--- config.mk ---
export PLATFORM = sky130hd
export DESIGN_NAME = gpio_irq_cascade
export DESIGN_NICKNAME = d
export VERILOG_FILES = /design/src/rtl/gic_pkg.sv /design/src/rtl/gic_sync.sv /design/src/rtl/gic_qualifier.sv /design/src/rtl/gic_regs.sv /design/src/rtl/gpio_irq_cascade.sv
export SDC_FILE = /design/constraint.sdc
export NUM_CORES = 1
export LEC_CHECK = 0
export BUFFER_PORTS_ARGS = -buffer_cell sky130_fd_sc_hd__buf_2
export CELL_PAD_IN_SITES_DETAIL_PLACEMENT = 1
export CELL_PAD_IN_SITES_GLOBAL_PLACEMENT = 2
export CORE_ASPECT_RATIO = 0.7
export CORE_UTILIZATION = 38
export DETAILED_ROUTE_END_ITERATION = 8
export PLACE_DENSITY = 0.94
export SYNTH_ARGS = -nofsm -noshare
export SYNTH_HDL_FRONTEND = slang
export SYNTH_SLANG_ARGS = --single-unit
export TNS_END_PERCENT = 30
--- constraint.sdc ---
create_clock -name clk -period 2.59 [get_ports clk]
set_clock_uncertainty 0.2 [all_clocks]
set_input_delay 0.518 -clock clk [delete_from_list [all_inputs] [get_ports clk]]
set_output_delay 0.518 -clock clk [all_outputs]
set_load 0.01 [all_outputs]
--- src/rtl/gic_pkg.sv ---
package gic_pkg;

    localparam int unsigned DATA_W = 32;

    typedef enum logic [1:0] {
        Q_IDLE   = 2'd0,
        Q_COUNT  = 2'd1,
        Q_ACTIVE = 2'd2
    } qual_state_e;

endpackage

--- src/rtl/gic_sync.sv ---
module gic_sync #(
    parameter int STAGES = 2
) (
    input  logic clk,
    input  logic rst_n,
    input  logic async_i,
    output logic sync_o
);

    logic [STAGES-1:0] chain_q;

    always_ff @(posedge clk or negedge rst_n) begin
        if (!rst_n) begin
            chain_q <= '0;
        end else begin
            chain_q <= {chain_q[STAGES-2:0], async_i};
        end
    end

    assign sync_o = chain_q[STAGES-1];

endmodule

--- src/rtl/gic_qualifier.sv ---
module gic_qualifier
    import gic_pkg::*;
#(
    parameter int FILT_CNT = 5
) (
    input  logic clk,
    input  logic rst_n,
    input  logic level_i,
    output logic qual_o
);

    localparam int CW = $clog2(FILT_CNT + 1);
    localparam logic [CW-1:0] LAST = CW'(FILT_CNT - 1);

    qual_state_e state_q, state_d;
    logic [CW-1:0] cnt_q, cnt_d;

    // next-state and counter logic
    always_comb begin
        state_d = state_q;
        cnt_d   = cnt_q;
        unique case (state_q)
            Q_IDLE: begin
                cnt_d = '0;
                if (level_i) begin
                    if (FILT_CNT <= 1) begin
                        state_d = Q_ACTIVE;
                    end else begin
                        state_d = Q_COUNT;
                        cnt_d   = CW'(1);
                    end
                end
            end
            Q_COUNT: begin
                if (!level_i) begin
                    state_d = Q_IDLE;
                    cnt_d   = '0;
                end else if (cnt_q == LAST) begin
                    state_d = Q_ACTIVE;
                    cnt_d   = '0;
                end else begin
                    cnt_d = cnt_q + CW'(1);
                end
            end
            Q_ACTIVE: begin
                cnt_d = '0;
                if (!level_i) begin
                    state_d = Q_IDLE;
                end
            end
            default: begin
                state_d = Q_IDLE;
                cnt_d   = '0;
            end
        endcase
    end

    // state register
    always_ff @(posedge clk or negedge rst_n) begin
        if (!rst_n) begin
            state_q <= Q_IDLE;
            cnt_q   <= '0;
        end else begin
            state_q <= state_d;
            cnt_q   <= cnt_d;
        end
    end

    // outputs
    always_comb begin
        unique case (state_q)
            Q_ACTIVE: qual_o = 1'b1;
            default:  qual_o = 1'b0;
        endcase
    end

endmodule

--- src/rtl/gic_regs.sv ---
module gic_regs
    import gic_pkg::*;
#(
    parameter int NPIN    = 12,
    parameter int EN_LSB  = 16,
    parameter int SUM_BIT = 12,
    parameter int ADDR_W  = 12,
    parameter logic [ADDR_W-1:0] ADDR_PIN   = 12'h1E8,
    parameter logic [ADDR_W-1:0] ADDR_SUM   = 12'h1F0,
    parameter logic [ADDR_W-1:0] ADDR_TOPEN = 12'h1F4
) (
    input  logic              clk,
    input  logic              rst_n,
    input  logic [ADDR_W-1:0] bus_addr,
    input  logic [DATA_W-1:0] bus_wdata,
    input  logic              bus_we,
    input  logic [NPIN-1:0]   qual_i,
    output logic [DATA_W-1:0] bus_rdata,
    output logic [NPIN-1:0]   sts_o,
    output logic [NPIN-1:0]   en_o,
    output logic              topen_o,
    output logic              sum_o
);

    localparam int EN_MSB = EN_LSB + NPIN - 1;

    logic [NPIN-1:0] sts_q, en_q, clr_mask;
    logic            topen_q;
    logic            pin_wr, topen_wr;

    assign pin_wr   = bus_we && (bus_addr == ADDR_PIN);
    assign topen_wr = bus_we && (bus_addr == ADDR_TOPEN);
    assign clr_mask = pin_wr ? bus_wdata[NPIN-1:0] : '0;

    always_ff @(posedge clk or negedge rst_n) begin
        if (!rst_n) begin
            sts_q   <= '0;
            en_q    <= '0;
            topen_q <= 1'b0;
        end else begin
            // a qualified level overrides a clear in the same cycle
            sts_q <= (sts_q & ~clr_mask) | qual_i;
            if (pin_wr) begin
                en_q <= bus_wdata[EN_MSB:EN_LSB];
            end
            if (topen_wr) begin
                topen_q <= bus_wdata[SUM_BIT];
            end
        end
    end

    assign sum_o = |(sts_q & en_q);

    always_comb begin
        bus_rdata = '0;
        if (bus_addr == ADDR_PIN) begin
            bus_rdata[NPIN-1:0]      = sts_q;
            bus_rdata[EN_MSB:EN_LSB] = en_q;
        end else if (bus_addr == ADDR_SUM) begin
            bus_rdata[SUM_BIT] = sum_o;
        end else if (bus_addr == ADDR_TOPEN) begin
            bus_rdata[SUM_BIT] = topen_q;
        end
    end

    assign sts_o   = sts_q;
    assign en_o    = en_q;
    assign topen_o = topen_q;

endmodule

--- src/rtl/gpio_irq_cascade.sv ---
module gpio_irq_cascade
    import gic_pkg::*;
#(
    parameter int NPIN        = 12,
    parameter int FILT_CNT    = 5,
    parameter int SYNC_STAGES = 2,
    parameter int EN_LSB      = 16,
    parameter int SUM_BIT     = 12,
    parameter int ADDR_W      = 12,
    parameter logic [ADDR_W-1:0] ADDR_PIN   = 12'h1E8,
    parameter logic [ADDR_W-1:0] ADDR_SUM   = 12'h1F0,
    parameter logic [ADDR_W-1:0] ADDR_TOPEN = 12'h1F4
) (
    input  logic              clk,
    input  logic              rst_n,
    input  logic [NPIN-1:0]   gpio_in,
    input  logic [ADDR_W-1:0] bus_addr,
    input  logic [31:0]       bus_wdata,
    input  logic              bus_we,
    output logic [31:0]       bus_rdata,
    output logic              irq_out
);

    logic [NPIN-1:0] sync_lvl;
    logic [NPIN-1:0] qual;
    logic [NPIN-1:0] sts_q, en_q;
    logic            topen_q, sum;
    logic            irq_q;

    for (genvar p = 0; p < NPIN; p++) begin : g_pin
        gic_sync #(.STAGES(SYNC_STAGES)) u_sync (
            .clk     (clk),
            .rst_n   (rst_n),
            .async_i (gpio_in[p]),
            .sync_o  (sync_lvl[p])
        );
        gic_qualifier #(.FILT_CNT(FILT_CNT)) u_qual (
            .clk     (clk),
            .rst_n   (rst_n),
            .level_i (sync_lvl[p]),
            .qual_o  (qual[p])
        );
    end

    gic_regs #(
        .NPIN       (NPIN),
        .EN_LSB     (EN_LSB),
        .SUM_BIT    (SUM_BIT),
        .ADDR_W     (ADDR_W),
        .ADDR_PIN   (ADDR_PIN),
        .ADDR_SUM   (ADDR_SUM),
        .ADDR_TOPEN (ADDR_TOPEN)
    ) u_regs (
        .clk       (clk),
        .rst_n     (rst_n),
        .bus_addr  (bus_addr),
        .bus_wdata (bus_wdata),
        .bus_we    (bus_we),
        .qual_i    (qual),
        .bus_rdata (bus_rdata),
        .sts_o     (sts_q),
        .en_o      (en_q),
        .topen_o   (topen_q),
        .sum_o     (sum)
    );

    always_ff @(posedge clk or negedge rst_n) begin
        if (!rst_n) begin
            irq_q <= 1'b0;
        end else begin
            irq_q <= sum & topen_q;
        end
    end

    assign irq_out = irq_q;

endmodule

* Word-level counts from Yosys, hierarchy flattened
Index checks and enable logic that the tools add are counted.
Cells by class: add/sub/neg operators 12, equal/unequal tests 75, muxes and demuxes 126, bitwise gates (word level) 5, reduce and logical (&&, ||, !) cells 27
Operator list (number):
- 2-bit 2-to-1 mux | 48
- 3-bit 2-to-1 mux | 24
- 2-bit one-hot mux with 3 select lines | 12
- 3-bit one-hot mux with 2 select lines | 12
- 2-bit inequality test, second input constant | 24
- 3-bit by 1-bit adder with 3-bit output, second input constant | 12
- 12-bit by 9-bit equality test with 1-bit output, second input constant | 3
- 3-bit equality test, second input constant | 12
- 12-bit 2-to-1 mux | 3
- 3-bit by 2-bit inequality test with 1-bit output, second input constant | 12
- 3-bit AND reduction | 12
- 1-bit 2-to-1 mux | 27
- 12-bit bitwise AND | 2
- 2-bit by 1-bit equality test with 1-bit output, second input constant | 12
- 2-bit equality test, second input constant | 12
- 2-bit logical NOT | 12
- 12-bit inverter | 1
- 12-bit bitwise OR | 1
- 12-bit OR reduction | 1
- 1-bit logical AND | 2
- 1-bit bitwise AND | 1
Storage, ports and cells: flip-flop bits (word level) 110, bits of input ports 59, output and inout bits 33, word-level logic and storage cells 285

* Depth between registers and ports, before layout
Gate-level depths: netlist (run 1).
depth after elaboration 6, mapped depth 5, mapped depth without buffers 5

* Hierarchy
A second synthesis (run 1) with hierarchy kept.
Second synthesis, totals: cell total of the unflattened synthesis 411, area total of the unflattened synthesis 4903.5 um^2
Modules (own cells, without submodules):
- gic_qualifier | instances 12, cells an instance 22, area an instance 246.5 um^2, sequential area each 125.1 um^2
- gic_regs | instances 1, cells an instance 121, area an instance 1313.8 um^2, sequential area each 625.6 um^2
- gic_sync | instances 12, cells an instance 2, area an instance 50.0 um^2, sequential area each 50.0 um^2
- gpio_irq_cascade | instances 1, cells an instance 2, area an instance 31.3 um^2, sequential area each 25.0 um^2

* Worst setup path before layout (run 1)
OpenSTA, ideal clock, no wires.
kind input -> output, start input port bus_addr[9], end output port bus_rdata[0], data arrival time 1488 ps, required time 1872 ps, setup slack 384 ps, stages on the path 4, buffers on the path 1, cells stage by stage nor4b_4 -> and4_1 -> clkbuf_1 -> and2_1
Between the ends: cells in the longest elaborated chain, start to end 2
Ends and longest elaborated chain:
- start, declared | line gpio_irq_cascade.sv:17 | input logic [ADDR_W-1:0] bus_addr,
- 12-bit by 9-bit equality test with 1-bit output | line gic_regs.sv:56 | if (bus_addr == ADDR_PIN) begin
- 12-bit 2-to-1 mux | line gic_regs.sv:56
- end, declared | line gpio_irq_cascade.sv:20 | output logic [31:0] bus_rdata,
No other way between the ends.

* Final worst setup path (run 1)
start register u_regs.en_q[5] (netlist: u_regs.en_o[5]), end output port bus_rdata[12]
Between the ends: cells in the longest elaborated chain, start to end 4
Ends and longest elaborated chain:
- start, declared | line gic_regs.sv:27 | logic [NPIN-1:0] sts_q, en_q, clr_mask;
- start signal, assigned | line gic_regs.sv:44 | en_q <= bus_wdata[EN_MSB:EN_LSB];
- 12-bit bitwise AND | line gic_regs.sv:52 | assign sum_o = |(sts_q & en_q);
- 12-bit OR reduction | line gic_regs.sv:52
- 1-bit 2-to-1 mux | line gic_regs.sv:59 | end else if (bus_addr == ADDR_SUM) begin
- 1-bit 2-to-1 mux | line gic_regs.sv:56
No other way between the ends.

==> out/qor.yml, run 1 <==
synth_cell_type_count: 34
dr.pass1.iters: 4
worst_ep_required_time_ns: 1.87
clk_pin_slew_ns: 0.07
worstSkewPairLatency_ns: 0.34
die_area_um2: 13160
critPathKind: "reg2out"
place_congestion: 0.7707
antenna_found_initial: 0
cts-buffers-inserted: 9
crit_path_max_incr_delay_ns: 0.39
rsz0062_at_grt: "true"
vdd_ir_drop_max_v: 0.0003209
p_int_mw: 2.708
yosys_register_bits: 110
multi_input_area_um2: 1906
cts_max_level: 3
start_util: 0.3897
drt_iter0_markers: 102
grt_pass1_vias: 3376
grt_util_all_layers: 0.1650
num_io_pins: 92
n_antenna_cell: 0
crit_chain: "a22o_1 -> a221oi_2 -> nand3_2 -> o31a_1 -> buf_2"
avgSynthCellArea_um2: 11.38
min_period_ns: 2.589
cp_data_arrival_time_ns: 1.87
drc: 0
grt_pass1_wl_um: 16470
vias: 3260
layout-drive-gt1-share: 0.2205
seq_area_frac_synth: 0.5705
root_buffer: "clkbuf_16"
grt_overflow_total: 0
seqCellArea_um2: 2753
cap_violations: 0
fmax_mhz: 386.2
slowest_stage: "dfrtp_1"
fillers: 1386
worstHoldPathType: "in2reg"
die_y_um: 96.28
hold_slack_ns: 0.07902
grt_max_degree: 65
num_rows: 34
p_leak_nw: 2.806
final_antenna_net_count: 0
seqPwrFrac: 0.520
netlist_area_um2: 4825
clock_sinks: 110
period_share: 0.9997
nets: 595
vias_per_cell: 4.801
placement.io_buffers: 77
die_x_um: 136.7
syn_to_final_growth_pct: 18.91
setup_viol_count_final: 0
routedWlPerCell_um: 14.75
final_util: 0.4634
worstSetupEndpointType: "primary output"
sw_frac_of_total: 0.2219
hold_violations: 0
clockBufferDepth: 2
coreArea_um2: 12380
dpl.hpwl_um: 7461
yosys_warnings: 0
wl_um: 10020
cts_tree: "done"
post_cts_buffers: 0
comb_power_share: 0.063
netlist_instances: 424
ff2ff_setup_slack_ns: 0.98
final_max_slew_viol_count: 0
power.switching_mw: 0.7721
crit_path_max_fanout: 3
powerDensity_nw_per_um2: 606.6
status: "finished, final reports clean"
critPathLaunchType: "flop"
clkPwrFrac: 0.417
[Yosys cell counts]
library cell / number / share of area
o21a_1: 1 / 0.0016
nand4_1: 2 / 0.0026
nor2_1: 26 / 0.020
mux2_2: 5 / 0.012
nor4bb_1: 1 / 0.0021
buf_12: 1 / 0.0041
dfrtp_1: 110 / 0.57
a21oi_1: 10 / 0.010
nand3_1: 13 / 0.013
buf_4: 8 / 0.012
nor3_1: 2 / 0.0021
mux2i_1: 12 / 0.025
and4_1: 2 / 0.0036
mux2_4: 8 / 0.025
and4b_1: 1 / 0.0021
and2_1: 42 / 0.054
inv_1: 27 / 0.021
and3_1: 8 / 0.010
conb_1: 1 / 0.00078
buf_6: 1 / 0.0023
nor3b_1: 6 / 0.0093
nand2_1: 33 / 0.026
o21ai_0: 12 / 0.012
ha_1: 24 / 0.062
a31oi_1: 12 / 0.016
a21boi_0: 5 / 0.0078
o31a_1: 1 / 0.0018
clkbuf_1: 2 / 0.0016
a22o_1: 1 / 0.0018
nand2b_1: 18 / 0.023
a22oi_1: 4 / 0.0062
nor2b_1: 23 / 0.030
nor4b_4: 1 / 0.0049
a221oi_1: 1 / 0.0018
[final cells by class]
cell class              count  share of cell area
clock buffers               9             0.03926
inverters                  27             0.01767
flip-flops and latches    110              0.4798
repair buffers             83             0.08026
clock inverters             7             0.01549
well taps                 162             0.03533
multi-input cells         281              0.3322
[worst max-delay path: cells and delay by family (launching register included)]
family	cells	cell delay, ns
DFF	1	0.39
AOI/OAI and AO/OA	3	0.83
buffers and inverters	1	0.14
and+or+nand+nor	1	0.16
[registers in the layout, summed over array words and instances (netlist names)]
register,flops
g_pin.u_qual.cnt_q,36
g_pin.u_qual.state_q,24
g_pin.u_sync.chain_q,24
irq_out,1
u_regs.en_o,12
u_regs.sts_o,12
u_regs.topen_o,1
[cell families after synthesis]
family | share of synthesized area
AO/OA/AOI/OAI | 0.05939
adder cells (fa/ha/maj) | 0.06224
buffers and inverters | 0.04150
flip-flops | 0.5705
multiplexers | 0.06146
other | 0.0007773
AND/OR/NAND/NOR | 0.2041
[cell usage in the layout, fill, tap and decap left out, drive strengths merged]
cell	n
clkbuf	9
conb	7
nor2	26
nand4	2
a31oi	12
nand3	13
a21oi	10
nor4bb	1
a22oi	4
and4	2
and4b	1
ha	24
inv	27
dlygate4sd3	1
o21a	1
nand2b	18
and2	42
dfrtp	110
nor4b	1
clkinv	5
mux2i	12
and3	8
a221oi	1
a22o	1
nor2b	23
nand2	33
nor3	2
o21ai	12
o31a	1
buf	82
bufinv	2
nor3b	6
a21boi	5
mux2	13
[power groups by stage]
stage	registers (mW)	clock network (mW)	logic (mW)
after floorplan	1.83	0	0.117
after global placement	1.84	0	0.207
after detailed placement	1.84	0	0.223
after CTS	1.81	1.50	0.227
after global routing	1.82	1.57	0.257
final	1.81	1.45	0.220
[routing by layer]
metal  vias to the layer above  share of wire  GRT usage
li1                       1563              -          -
met1                      1637           0.45     0.2080
met2                        52           0.50     0.2834
met3                         8          0.037    0.03844
met4                         0         0.0091    0.04907
met5                         -              0          0
[path summary, 6_finish.rpt]
kind,startpoint,endpoint,cells after the start
setup / recovery,u_regs.en_o[5],bus_rdata[12],5
hold / removal,gpio_in[6],g_pin[6].u_sync.chain_q[0],1
setup reg to reg,u_regs.en_o[5],irq_out,4
hold reg to reg,g_pin[5].u_sync.chain_q[0],g_pin[5].u_sync.chain_q[1],0
max in group asynchronous,rst_n,irq_out,3
min in group asynchronous,rst_n,g_pin[7].u_qual.state_q[0],2
[repair_timing]
item,4_1_cts,5_1_grt
hold buffers,1,0
endpoints found under the setup margin,1,1
hold endpoints to repair,14,0
pin swaps,1,0
gates resized for setup,2,0
[through the flow]
stage | power [mW] | area, um2 | setup WS (ns) | TNS [ns] | cells
finish | 3.480 | 5737 | 0.0008153 | 0 | 679
global route | 3.639 | 5737 | -0.09713 | -0.09713 | 679
CTS | 3.535 | 5737 | -0.04430 | -0.04430 | 679
detailed placement | 2.065 | 5401 | 0.1716 | 0 | 662
global placement | 2.044 | 5401 | 0.1987 | 0 | 662
floorplan | 1.948 | 4847 | 0.3841 | 0 | 430
Note: power is estimated with default switching activity, not from simulation.
==> run 2: changes to the inputs <==
- GPL_ROUTABILITY_DRIVEN: unset -> 1
- MAX_ROUTING_LAYER: unset -> met4
==> out/qor.yml, run 2 (same netlist as run 1, synthesis figures left out) <==
worstSetupEndpointType: "primary output"  # unchanged
placedCellCount: 662  # unchanged
n_antenna_cell: 0  # unchanged
cts_max_level: 3  # unchanged
num_rows: 34  # unchanged
rsz0062_at_grt: "true"  # unchanged
placement.io_buffers: 77  # unchanged
grt_overflow_total: 0  # unchanged
cap_violations: 0  # unchanged
period_share: 0.9970  # was 0.9997
hold_violations: 0  # unchanged
drt_iter0_markers: 117  # was 102
dr.pass1.iters: 4  # unchanged
drc: 0  # unchanged
reg_top3: "g_pin.u_qual.cnt_q (36), g_pin.u_qual.state_q (24), g_pin.u_sync.chain_q (24)"  # unchanged
vias_per_cell: 4.806  # was 4.801
worst_ep_required_time_ns: 1.87  # about the same
min_from: "gpio_in[1]"  # was gpio_in[6]
grt_util_all_layers: 0.1699  # was 0.1650
largest_register_ffs: 36  # unchanged
powerDensity_nw_per_um2: 607.3  # was 606.6 nW/um2
place_ws_ns: 0.1716  # unchanged
die_y_um: 96.28  # unchanged
vdd_ir_drop_max_v: 0.0003219  # was 0.0003209 V
min_to: "g_pin[1].u_sync.chain_q[0]"  # was g_pin[6].u_sync.chain_q[0]
layout-drive-gt1-share: 0.2205  # unchanged
critPathLaunchType: "flop"  # unchanged
antenna_found_initial: 0  # unchanged
coreArea_um2: 12380  # unchanged
final_common_cell: "dfrtp_1"  # unchanged
r2r-end: "irq_out"  # unchanged
p_leak_nw: 2.806  # unchanged
syn_to_final_growth_pct: 18.91  # unchanged
final_max_slew_viol_count: 0  # unchanged
fin_ws_ns: 0.007674  # was 0.0008153 ns
cts-buffers-inserted: 9  # unchanged
worstHoldPathType: "in2reg"  # unchanged
dpl.hpwl_um: 7461  # unchanged
num_io_pins: 92  # unchanged
root_buffer: "clkbuf_16"  # unchanged
place_congestion: 0.7811  # was 0.7707
fmax_mhz: 387.2  # was 386.2 MHz
start_util: 0.3897  # unchanged
grt_pass1_wl_um: 16420  # was 16470 um
wl_um: 9981  # was 10020 um
fin_setup_tns_ns: 0  # unchanged
regMostFlops: "g_pin.u_qual.cnt_q"  # unchanged
min_period_ns: 2.582  # was 2.589 ns
nets: 595  # unchanged
cp_data_arrival_time_ns: 1.86  # was 1.87 ns
ff2ff_setup_slack_ns: 0.99  # was 0.98 ns
routedWlPerCell_um: 14.70  # was 14.75 um
post_cts_buffers: 0  # unchanged
holdPathStages: 1  # unchanged
layout_common_cells: "dfrtp_1 (110), buf_2 (76), and2_1 (42)"  # unchanged
multi_input_area_um2: 1906  # unchanged
clock_sinks: 110  # unchanged
status: "finished, final reports clean"  # unchanged
grt_pass1_vias: 3388  # was 3376
total_power_mw: 3.484  # was 3.480 mW
rr_startpoint: "u_regs.en_o[5]"  # unchanged
clk_pin_slew_ns: 0.07  # about the same
reg2regPathDepth: 4  # unchanged
fillers: 1386  # unchanged
stdcell_count: 679  # unchanged
grt_max_degree: 65  # unchanged
final_antenna_net_count: 0  # unchanged
die_area_um2: 13160  # unchanged
vias: 3263  # was 3260
setup_viol_count_final: 0  # unchanged
seqCellArea_um2: 2753  # unchanged
critPathKind: "reg2out"  # unchanged
clockBufferDepth: 2  # unchanged
worstSkewPairLatency_ns: 0.34  # about the same
die_x_um: 136.7  # unchanged
cts_tree: "done"  # unchanged
crit_path_max_fanout: 3  # unchanged
[run 2: cell counts in the layout (fill, tap and decap cells not counted)]
Identical to the previous run, type by type.
[run 2: metrics by stage]
step | area, um2 | hold WS (ns) | utilization
after floorplan | 4847 | 0.02241 | -
after global placement | 5401 | 0.1323 | 0.4363
after detailed placement | 5401 | 0.1363 | 0.4363
after CTS | 5737 | 0.06353 | 0.4634
after global routing | 5737 | 0.06167 | 0.4634
final | 5737 | 0.07816 | 0.4634
[run 2: worst max path at each step]
stage	to	slack, ns	startpoint
floorplan	bus_rdata[0]	0.38	bus_addr[9]
global placement	bus_rdata[10]	0.20	bus_addr[9]
detailed placement	bus_rdata[19]	0.17	bus_addr[9]
CTS	bus_rdata[12]	-0.04	u_regs.en_o[5]
global route	bus_rdata[12]	-0.1	u_regs.en_o[5]
finish	bus_rdata[12]	0.008	u_regs.en_o[5]
[run 2: area by class of cell]
class,instances,area share
inverters,27,0.01767
multi-input cells,281,0.3322
well taps,162,0.03533
repair buffers,83,0.08026
flip-flops and latches,110,0.4798
clock buffers,9,0.03926
clock inverters,7,0.01549
[run 2: critical path, stage by stage, from the launching register on]
cell	delay, ns
dfrtp_1	0.39
a22o_1	0.28
a221oi_2	0.27
nand3_2	0.16
o31a_1	0.28
buf_2	0.14
[run 2: power by group]
group / switching, mW / internal (mW) / total (mW)
clock: 0.613 / 0.843 / 1.46
sequential: 0.0356 / 1.77 / 1.81
combinational: 0.127 / 0.0926 / 0.220
total: 0.776 / 2.71 / 3.48
[run 2: layer usage]
layer  wire length, um  up-vias  track usage  part of all wire
li1                  -     1561            -                 -
met5                 0        -            -                 0
met1              4502     1639       0.2073              0.45
met3               382        9      0.03844             0.038
met4                97        0      0.04907            0.0097
met2              4998       54       0.2838              0.50
[run 2: what timing repair did]
| item | CTS | global route |
|---|---|---|
| endpoints found under the hold margin | 14 | 0 |
| pin swaps | 1 | 0 |
| endpoints found under the setup margin | 1 | 1 |
| gates resized for setup | 2 | 0 |
| hold buffers | 1 | 0 |
